**src/rtl/coh_pkg.sv**
```systemverilog
package coh_pkg;
  parameter int ADDR_W = 16;
  parameter int DATA_W = 32;
  parameter int ST_W   = 2;

  typedef enum logic {
    CMD_REQ = 1'b0,
    CMD_RSP = 1'b1
  } cmd_e;

  // Field order fixes the bit positions the neighbours decode.
  typedef struct packed {
    cmd_e              cmd;
    logic [ADDR_W-1:0] addr;
    logic [ST_W-1:0]   cst;
    logic              has_data;
    logic [DATA_W-1:0] data;
  } msg_t;

  localparam int MSG_W = $bits(msg_t);
endpackage

```
**src/rtl/coh_fifo.sv**
```systemverilog
// Message queue with a per-entry valid bit and an address probe
// over all occupied entries.
module coh_fifo
  import coh_pkg::*;
#(
  parameter int DEPTH = 4
) (
  input  logic              clk,
  input  logic              rst,
  input  logic              push,
  input  msg_t              din,
  input  logic              pop,
  output msg_t              dout,
  output logic              full,
  output logic              empty,
  input  logic [ADDR_W-1:0] probe_addr,
  output logic              probe_hit
);
  localparam int AW = (DEPTH > 1) ? $clog2(DEPTH) : 1;
  localparam logic [AW-1:0] LAST = AW'(DEPTH - 1);

  msg_t             mem [DEPTH];
  logic [DEPTH-1:0] vld;
  logic [AW-1:0]    wp, rp;

  always_ff @(posedge clk) begin
    if (rst) begin
      vld <= '0;
      wp  <= '0;
      rp  <= '0;
    end else begin
      if (push) begin
        mem[wp] <= din;
        vld[wp] <= 1'b1;
        wp      <= (wp == LAST) ? '0 : wp + 1'b1;
      end
      if (pop) begin
        vld[rp] <= 1'b0;
        rp      <= (rp == LAST) ? '0 : rp + 1'b1;
      end
    end
  end

  assign full  = vld[wp];
  assign empty = !vld[rp];
  assign dout  = mem[rp];

  always_comb begin
    probe_hit = 1'b0;
    for (int k = 0; k < DEPTH; k++) begin
      if (vld[k] && (mem[k].addr == probe_addr)) probe_hit = 1'b1;
    end
  end
endmodule

```
**src/rtl/coh_lane.sv**
```systemverilog
// One directed path: a request queue, a response queue and the
// same-address hold that keeps a request behind an older response.
module coh_lane
  import coh_pkg::*;
#(
  parameter int DEPTH = 4
) (
  input  logic clk,
  input  logic rst,
  input  logic req_push,
  input  msg_t req_in,
  output logic req_full,
  input  logic rsp_push,
  input  msg_t rsp_in,
  output logic rsp_full,
  output msg_t req_head,
  output logic req_elig,
  output logic req_hz,
  input  logic req_pop,
  output msg_t rsp_head,
  output logic rsp_avail,
  input  logic rsp_pop
);
  logic req_empty, rsp_empty, addr_hit, req_probe_unused;

  coh_fifo #(.DEPTH(DEPTH)) req_q (
    .clk(clk), .rst(rst), .push(req_push), .din(req_in), .pop(req_pop),
    .dout(req_head), .full(req_full), .empty(req_empty),
    .probe_addr(rsp_head.addr), .probe_hit(req_probe_unused)
  );

  coh_fifo #(.DEPTH(DEPTH)) rsp_q (
    .clk(clk), .rst(rst), .push(rsp_push), .din(rsp_in), .pop(rsp_pop),
    .dout(rsp_head), .full(rsp_full), .empty(rsp_empty),
    .probe_addr(req_head.addr), .probe_hit(addr_hit)
  );

  assign req_hz    = !req_empty && addr_hit;
  assign req_elig  = !req_empty && !addr_hit;
  assign rsp_avail = !rsp_empty;
endmodule

```
**src/rtl/coh_rr_arb.sv**
```systemverilog
// Rotating-priority selector; the pointer moves past the winner on take.
module coh_rr_arb #(
  parameter int N = 4,
  localparam int IW = (N > 1) ? $clog2(N) : 1
) (
  input  logic          clk,
  input  logic          rst,
  input  logic [N-1:0]  req,
  input  logic          take,
  output logic [N-1:0]  gnt,
  output logic [IW-1:0] idx,
  output logic          any
);
  logic [IW-1:0] ptr;

  always_comb begin
    int j;
    gnt = '0;
    idx = '0;
    any = 1'b0;
    for (int k = 0; k < N; k++) begin
      j = int'(ptr) + k;
      if (j >= N) j = j - N;
      if (!any && req[j]) begin
        any    = 1'b1;
        gnt[j] = 1'b1;
        idx    = IW'(j);
      end
    end
  end

  always_ff @(posedge clk) begin
    if (rst) ptr <= '0;
    else if (take && any) ptr <= (idx == IW'(N - 1)) ? '0 : idx + 1'b1;
  end
endmodule

```
**src/rtl/coh_xbar.sv**
```systemverilog
module coh_xbar
  import coh_pkg::*;
#(
  parameter int N_CHILD = 4,   // power of two, at least 2
  parameter int DEPTH   = 4,
  localparam int ID_W   = $clog2(N_CHILD),
  localparam int MW     = MSG_W
) (
  input  logic                  clk,
  input  logic                  rst,
  input  logic [N_CHILD-1:0]    cu_valid,
  output logic [N_CHILD-1:0]    cu_ready,
  input  logic [N_CHILD*MW-1:0] cu_msg,
  output logic                  pu_req_valid,
  input  logic                  pu_req_ready,
  output logic [ID_W-1:0]       pu_req_src,
  output logic [MW-1:0]         pu_req_msg,
  output logic                  pu_rsp_valid,
  input  logic                  pu_rsp_ready,
  output logic [ID_W-1:0]       pu_rsp_src,
  output logic [MW-1:0]         pu_rsp_msg,
  input  logic                  pd_req_valid,
  output logic                  pd_req_ready,
  input  logic [ID_W-1:0]       pd_req_dst,
  input  logic [MW-1:0]         pd_req_msg,
  input  logic                  pd_rsp_valid,
  output logic                  pd_rsp_ready,
  input  logic [ID_W-1:0]       pd_rsp_dst,
  input  logic [MW-1:0]         pd_rsp_msg,
  output logic [N_CHILD-1:0]    cd_req_valid,
  input  logic [N_CHILD-1:0]    cd_req_ready,
  output logic [N_CHILD*MW-1:0] cd_req_msg,
  output logic [N_CHILD-1:0]    cd_rsp_valid,
  input  logic [N_CHILD-1:0]    cd_rsp_ready,
  output logic [N_CHILD*MW-1:0] cd_rsp_msg
);
  // Upward side
  msg_t               up_req_head [N_CHILD];
  msg_t               up_rsp_head [N_CHILD];
  logic [N_CHILD-1:0] up_req_full, up_rsp_full, up_req_push, up_rsp_push;
  logic [N_CHILD-1:0] up_elig, up_rsp_av, up_hz, up_req_pop, up_rsp_pop;
  logic [N_CHILD-1:0] up_req_gnt, up_rsp_gnt;
  logic               up_req_any, up_rsp_any;
  logic [ID_W-1:0]    up_req_idx, up_rsp_idx;

  // Downward side
  msg_t               dn_req_head [N_CHILD];
  msg_t               dn_rsp_head [N_CHILD];
  logic [N_CHILD-1:0] dn_req_full, dn_rsp_full, dn_req_push, dn_rsp_push;
  logic [N_CHILD-1:0] dn_elig, dn_rsp_av, dn_hz_unused, dn_req_pop, dn_rsp_pop;

  for (genvar i = 0; i < N_CHILD; i++) begin : g_up
    msg_t m;
    logic is_rsp;
    assign m      = msg_t'(cu_msg[i*MW +: MW]);
    assign is_rsp = (m.cmd == CMD_RSP);

    assign up_req_push[i] = cu_valid[i] && !is_rsp && !up_req_full[i];
    assign up_rsp_push[i] = cu_valid[i] &&  is_rsp && !up_rsp_full[i];
    assign cu_ready[i]    = is_rsp ? !up_rsp_full[i] : !up_req_full[i];
    assign up_req_pop[i]  = up_req_gnt[i] && pu_req_ready;
    assign up_rsp_pop[i]  = up_rsp_gnt[i] && pu_rsp_ready;

    coh_lane #(.DEPTH(DEPTH)) lane_i (
      .clk(clk), .rst(rst),
      .req_push(up_req_push[i]), .req_in(m), .req_full(up_req_full[i]),
      .rsp_push(up_rsp_push[i]), .rsp_in(m), .rsp_full(up_rsp_full[i]),
      .req_head(up_req_head[i]), .req_elig(up_elig[i]), .req_hz(up_hz[i]),
      .req_pop(up_req_pop[i]),
      .rsp_head(up_rsp_head[i]), .rsp_avail(up_rsp_av[i]),
      .rsp_pop(up_rsp_pop[i])
    );
  end

  coh_rr_arb #(.N(N_CHILD)) req_arb (
    .clk(clk), .rst(rst), .req(up_elig), .take(pu_req_ready),
    .gnt(up_req_gnt), .idx(up_req_idx), .any(up_req_any)
  );

  coh_rr_arb #(.N(N_CHILD)) rsp_arb (
    .clk(clk), .rst(rst), .req(up_rsp_av), .take(pu_rsp_ready),
    .gnt(up_rsp_gnt), .idx(up_rsp_idx), .any(up_rsp_any)
  );

  assign pu_req_valid = up_req_any;
  assign pu_req_src   = up_req_idx;
  assign pu_req_msg   = up_req_head[up_req_idx];
  assign pu_rsp_valid = up_rsp_any;
  assign pu_rsp_src   = up_rsp_idx;
  assign pu_rsp_msg   = up_rsp_head[up_rsp_idx];

  for (genvar j = 0; j < N_CHILD; j++) begin : g_dn
    assign dn_req_push[j] = pd_req_valid && (pd_req_dst == ID_W'(j)) && !dn_req_full[j];
    assign dn_rsp_push[j] = pd_rsp_valid && (pd_rsp_dst == ID_W'(j)) && !dn_rsp_full[j];
    assign dn_req_pop[j]  = dn_elig[j] && cd_req_ready[j];
    assign dn_rsp_pop[j]  = dn_rsp_av[j] && cd_rsp_ready[j];

    coh_lane #(.DEPTH(DEPTH)) lane_j (
      .clk(clk), .rst(rst),
      .req_push(dn_req_push[j]), .req_in(msg_t'(pd_req_msg)), .req_full(dn_req_full[j]),
      .rsp_push(dn_rsp_push[j]), .rsp_in(msg_t'(pd_rsp_msg)), .rsp_full(dn_rsp_full[j]),
      .req_head(dn_req_head[j]), .req_elig(dn_elig[j]), .req_hz(dn_hz_unused[j]),
      .req_pop(dn_req_pop[j]),
      .rsp_head(dn_rsp_head[j]), .rsp_avail(dn_rsp_av[j]),
      .rsp_pop(dn_rsp_pop[j])
    );

    assign cd_req_valid[j]         = dn_elig[j];
    assign cd_req_msg[j*MW +: MW]  = dn_req_head[j];
    assign cd_rsp_valid[j]         = dn_rsp_av[j];
    assign cd_rsp_msg[j*MW +: MW]  = dn_rsp_head[j];
  end

  assign pd_req_ready = !dn_req_full[pd_req_dst];
  assign pd_rsp_ready = !dn_rsp_full[pd_rsp_dst];
endmodule

```
**config.mk**
```make
export PLATFORM = sky130hd
export DESIGN_NAME = coh_xbar
export DESIGN_NICKNAME = d
export VERILOG_FILES = /design/src/rtl/coh_pkg.sv /design/src/rtl/coh_fifo.sv /design/src/rtl/coh_lane.sv /design/src/rtl/coh_rr_arb.sv /design/src/rtl/coh_xbar.sv
export SDC_FILE = /design/constraint.sdc
export NUM_CORES = 2
export LEC_CHECK = 0
export ABC_AREA = 1
export ABC_CLOCK_PERIOD_IN_PS = 6730
export BUFFER_PORTS_ARGS = -buffer_cell sky130_fd_sc_hd__buf_2
export CAP_MARGIN = 30
export CELL_PAD_IN_SITES_DETAIL_PLACEMENT = 0
export CELL_PAD_IN_SITES_GLOBAL_PLACEMENT = 1
export CORE_MARGIN = 8
export CORE_UTILIZATION = 50
export DETAILED_ROUTE_END_ITERATION = 12
export GPL_ROUTABILITY_DRIVEN = 1
export GPL_TIMING_DRIVEN = 0
export MAX_ROUTING_LAYER = met4
export PLACE_DENSITY_LB_ADDON = 0.1
export RECOVER_POWER = 50
export SLEW_MARGIN = 20
export SYNTH_ARGS = -nofsm -noshare
export SYNTH_HDL_FRONTEND = slang
export SYNTH_SLANG_ARGS = --single-unit
```
**constraint.sdc**
```tcl
create_clock -name clk -period 6.73 [get_ports clk]
set_clock_uncertainty 0.1 [all_clocks]
set_input_delay 1.0095 -clock clk [delete_from_list [all_inputs] [get_ports clk]]
set_output_delay 1.0095 -clock clk [all_outputs]
set_load 0.02 [all_outputs]
```
Yosys cells after proc, flatten, opt, wreduce, memory -nomap -nowiden:

Memories as Yosys holds them, arrays and structs flattened. A register that Yosys moved wholly into a read port is not among the register bits.
Index checks and enable logic that the tools add are counted.

* RAM bits: 3328
* bits in registers: 132
* output and inout bits: 540
* memories: 16

* multiplexer cells: 408
* reductions and logical operators: 174
* add/subtract/negate cells: 48
* order comparisons: 92
* bitwise logic cells: 56
* equality and inequality tests: 72

Memory list
* g_dn[0].lane_j.req_q.mem: words 4, width 52, rd ports 1, clocked after memory_dff 1, write ports 1, RTL line coh_fifo.sv:22 `msg_t mem [DEPTH];`
* g_dn[0].lane_j.rsp_q.mem: words 4, width 52, rd ports 5, clocked after memory_dff 1, write ports 1, RTL line coh_fifo.sv:22
* g_dn[1].lane_j.req_q.mem: words 4, width 52, rd ports 1, clocked after memory_dff 1, write ports 1, RTL line coh_fifo.sv:22
* g_dn[1].lane_j.rsp_q.mem: words 4, width 52, rd ports 5, clocked after memory_dff 1, write ports 1, RTL line coh_fifo.sv:22
* g_dn[2].lane_j.req_q.mem: words 4, width 52, rd ports 1, clocked after memory_dff 1, write ports 1, RTL line coh_fifo.sv:22
* g_dn[2].lane_j.rsp_q.mem: words 4, width 52, rd ports 5, clocked after memory_dff 1, write ports 1, RTL line coh_fifo.sv:22
* +10 memories

Operator list (number)
* $eq 16x16->1: 32
* $ge 32x1->1 const B: 8
* $lt 32x4->1 const B: 8
* $mux 32: 8
* $mux 4: 56
* $bmux 52 s2: 2
* $mux 52: 4
* $ge 32x4->1 const B: 6
* $sub 32x4->32 const B: 6
* $mux 1: 182
* $mux 2: 74
* $logic_and 1x1->1: 136
* $lt 2x3->1 const B: 34
* $or 4x4->4: 22
* $bmux 1 s2: 42
* $demux 1 s2: 40
* $eq 2x2->1 const B: 38
* $add 2x1->2 const B: 34
* $and 4x4->4: 16
* $ge 2x1->1 const B: 32
* $not 4->4: 16
* $logic_not 1->1: 36
* $add 2x2->3 const B: 4
* $sub 2x3->4 const B: 2
* other kinds (6): 12

Depth between registers and ports, before layout:

An unclocked memory read counts as a cell.

* word-level depth: 26
* mapped depth: 29
* mapped depth without buffers: 26

Cells and area by module:

Synthesis repeated with hierarchy kept, for this count alone.

* cells, all modules: 14741
* area total of the unflattened synthesis: 154881.0 µm²

By module, submodules not included
* coh_fifo (g_up[0].lane_i.rsp_q ...): cells an instance 827, sequential area each 6446.2 µm², instances 7, area each 9285.2 µm²
* coh_fifo (g_dn[0].lane_j.rsp_q ...): cells an instance 826, sequential area each 6446.2 µm², instances 4, area each 9246.4 µm²
* coh_fifo (g_dn[0].lane_j.req_q ...): cells an instance 826, sequential area each 6446.2 µm², instances 3, area each 9237.6 µm²
* coh_fifo (g_dn[2].lane_j.req_q): cells an instance 825, sequential area each 6446.2 µm², instances 1, area each 9268.9 µm²
* coh_fifo (g_dn[1].lane_j.req_q): cells an instance 823, sequential area each 6446.2 µm², instances 1, area each 9248.9 µm²
* coh_xbar: cells an instance 1312, sequential area each 0.0 µm², instances 1, area each 5385.2 µm²
* coh_rr_arb (rsp_arb): cells an instance 92, sequential area each 40.0 µm², instances 1, area each 604.3 µm²
* coh_rr_arb (req_arb): cells an instance 86, sequential area each 40.0 µm², instances 1, area each 539.3 µm²
* coh_lane: cells an instance 4, sequential area each 0.0 µm², instances 8, area each 17.5 µm²

Least setup slack after synthesis:

OpenSTA, ideal clock, no wires.

* path kind: input -> register
* start: input port rst
* end: memory g_up[0].lane_i.req_q.mem[3][0] (netlist bit), enable pin
* setup slack: 1.110 ns
* required time: 6.104 ns
* data arrival time: 4.994 ns
* setup time: 0.526 ns
* stages on the path: 3
* path through: clkbuf_1 clkbuf_1 nor3_1

* word-level cells in the longest chain between the ends: 2

RTL lines
* start: declaration: RTL line coh_xbar.sv:10 `input logic rst,`
* $mux 1: RTL line coh_fifo.sv:27 `if (rst) begin`
* $mux 1 (not written as such): RTL line coh_fifo.sv:33 `mem[wp] <= din;`
* end: declaration: RTL line coh_fifo.sv:22

No other way between the ends.

==> results.json <==
{
  "io_buffers": 871,
  "failed_checks": "capacitance limit, slew limit",
  "cts_made_buffers": 372,
  "whs_ns": 0.315,
  "finish.instance_area_mm2": 0.169,
  "status": "complete, but fails checks",
  "cp_max_fo": 10,
  "fin_cells": 17300,
  "crit_path_frequent_cell": "nand2_1",
  "synth_fa_ha_area_share_pct": 1.23,
  "place_inst": 16600,
  "yosys.area.top_type_share_pct": 69.5,
  "drv_cap": 11,
  "routed_wl_mm": 523,
  "async_flop_share_pct": 0,
  "critical_path.slowest_cell": "buf_2",
  "synthXorXnorAreaFrac_pct": 1.19,
  "wl_per_cell_um": 30.2,
  "end_kind": "output pin",
  "synth_top_family_by_area": "simple AND/OR/NAND/NOR gates",
  "globalplace.congestion": 0.954,
  "cp.required_ns": 5.62,
  "synth_ff_type": "edfxtp_1",
  "vdd_drop_max_mv": 0.546,
  "finalSetupViolCount": 0,
  "path_buf_inv": 6,
  "report.power.total_w": 0.0733,
  "internal-power_w": 0.0426,
  "via_per_inst": 5.95,
  "synth_compound_area_share_pct": 10.5,
  "antenna_found_initial": 99,
  "clk_latency_ns": 0.94,
  "cts_tree": "built",
  "switchingPower_w": 0.0306,
  "p_per_area_mw_per_mm2": 434,
  "post-dp-hpwl_mm": 384,
  "final_nets": 13600,
  "ys_warn_count": 0,
  "start_util_pct": 50.1,
  "synth_edf_count": 3328,
  "max_slew.worst_pin.slew_ns": 2.10,
  "most-common-layout-cells": "3,328 x edfxtp_1, 1,901 x nand2_1, 1,390 x o21ai_0",
  "drt_iter0_drc": 12300,
  "crit_family": "simple AND/OR/NAND/NOR gates",
  "finalCriticalPeriod_ns": 6.66,
  "syn_nets": 12200,
  "slowest_delay_ns": 0.38,
  "dieArea_mm2": 0.305,
  "grt_pass1_wl_mm": 728,
  "syn_area_mm2": 0.144,
  "place_area_mm2": 0.157,
  "ys_seq_area_share_pct": 71.8,
  "dr.pass1.iters": 6,
  "synthDistinctLibCells": 55,
  "yosysTopAreaCell": "edfxtp_1",
  "min_path_cells": 1,
  "crit_cells": 25,
  "clockRootBuffer": "clkbuf_16",
  "ant_nets": 0,
  "reg2reg_depth": 17,
  "track_usage_pct": 33.9,
  "die_w_um": 552,
  "fin_setup_tns_ns": 0,
  "path_clk_slew_ns": 0.06,
  "areaGrowthSynthToFinish_pct": 17.6,
  "arrival_ns": 5.55,
  "synth-seq-cells": 3492,
  "p_leak_nw": 59.1,
  "hp-class": "input port to flop",
  "cts.sinks": 3492,
  "rows": 197,
  "crit_type": "flop to output pin",
  "h-tree-depth": 5,
  "drc_errors": 0,
  "startpoint_type": "flop",
  "fmax_mhz": 150,
  "slew_headroom_pct": -40.8,
  "clockPowerShare_pct": 28.2,
  "muxShareOfSynthArea_pct": 0.348,
  "boundaryPins": 874,
  "syn_area_per_cell_um2": 12.3,
  "final_common_cell": "edfxtp_1",
  "via_count": 103000,
  "hold_viol_final": 0,
  "synthTopCellsByArea": "edfxtp_1 69%, nand2_1 5.0%, o21ai_0 4.9%, nor2_1 3.6%, dfxtp_1 2.3%",
  "core_mm2": 0.287,
  "p_seq_share_pct": 33.4,
  "clockBufferDepth": 4,
  "overflow": 0,
  "grt_max_degree": 24,
  "fp.dieH_um": 552,
  "synthSimpleGateAreaFrac_pct": 11.8,
  "netlist_instances": 11700,
  "combPwrFrac_pct": 38.4,
  "post-route-period-util_pct": 98.9,
  "slew_viol_final": 160,
  "drive_above_1_share_pct": 12.2,
  "grt_pass1_vias": 99000,
  "switching_share_pct": 41.8
}
[flip-flops by register name, summed over array words and instances, names as in the netlist, 16 cells and up, named ones only]
name                   count
g_up.lane_i.req_q.mem    832
g_up.lane_i.rsp_q.vld     16
g_up.lane_i.rsp_q.mem    832
g_up.lane_i.req_q.vld     16
g_dn.lane_j.rsp_q.mem    832
g_dn.lane_j.rsp_q.vld     16
g_dn.lane_j.req_q.vld     16
g_dn.lane_j.req_q.mem    832
[power by group through the flow]
stage / Combinational (W) / Clock [W] / Sequential [W]
finish: 0.0281 / 0.0207 / 0.0245
global route: 0.0288 / 0.0216 / 0.0245
CTS: 0.0276 / 0.0208 / 0.0245
detailed placement: 0.0269 / 0 / 0.0249
global placement: 0.0266 / 0 / 0.0250
floorplan: 0.0129 / 0 / 0.0248
[per-layer routing]
layer | wire length, um | vias up | track usage, %
met4 | 34200 | 0 | 18.2
met1 | 197000 | 51200 | 42.3
met3 | 48100 | 1002 | 6.59
li1 | - | 45600 | -
met2 | 243000 | 5355 | 52.9
met5 | 0 | - | -
[per-stage QoR]
| step | utilization [%] | worst slack [ns] |
|---|---|---|
| 3_5_place_dp | 54.7 | -0.276 |
| 4_1_cts | 59.0 | 0.0232 |
| 3_3_place_gp | 53.2 | -3.62 |
| 2_1_floorplan | - | 1.11 |
| 5_1_grt | 58.9 | -0.000613 |
| 6_report | 58.9 | 0.0731 |
[kinds of logic (layout without fill, tap and decap cells)]
logic type	after synthesis	in the layout
AO/OA/AOI/OAI	2672	2672
adder cells (fa/ha/maj)	141	141
buffers and inverters	1083	2823
flip-flops	3492	3492
other	0	67
multiplexers	50	50
XOR/XNOR	196	196
AND/OR/NAND/NOR	4092	4092
[cell type report]
class / instances / area [um^2]
Antenna cell: 67 / 168
Buffer: 627 / 2770
Clock buffer: 451 / 9840
Clock inverter: 223 / 2330
Fill cell: 23300 / 118000
Inverter: 455 / 1750
Multi-Input combinational cell: 7151 / 36900
Sequential cell: 3492 / 103000
Tap cell: 3781 / 4730
Timing Repair Buffer: 1067 / 7350
[final timing paths]
check | start | endpoint | slack, ns
min | cu_msg[185] | g_up[3].lane_i.req_q.mem[1][29] | 0.32
max | flop | pu_req_msg[36] | 0.07
min reg2reg | g_dn[2].lane_j.rsp_q.vld[0] | g_dn[2].lane_j.rsp_q.vld[0] | 0.42
max reg2reg | flop | g_dn[2].lane_j.req_q.vld[3] | 1.82
[synth_stat cells, types with 13 or more instances]
master,instances
buf_2,47
edfxtp_1,3328
a221oi_1,17
dfxtp_1,164
nand3_2,41
a32o_1,72
a211oi_1,34
nand3_1,476
buf_4,31
o21ai_1,46
mux2i_1,50
o22ai_1,522
nand2_2,57
o211ai_1,38
ha_1,141
a32oi_1,50
xnor2_1,97
nand3b_1,113
a21oi_1,389
nor4_1,18
inv_2,13
buf_6,22
nor3_1,33
o21ai_0,1413
nand4_1,26
xor2_1,99
buf_1,29
nor2_1,1377
nand2_1,1919
inv_1,427
clkbuf_1,499
o221ai_1,53
[timing repair]
item,4_1_cts,5_1_grt
pin swaps,9,3
endpoints found under the setup margin,96,84
hold buffers,0,0
hold endpoints to repair,0,0
gates resized for setup,115,42
setup buffers,3,0
gates cloned,0,0
Note: power is estimated with default switching activity, not from simulation.
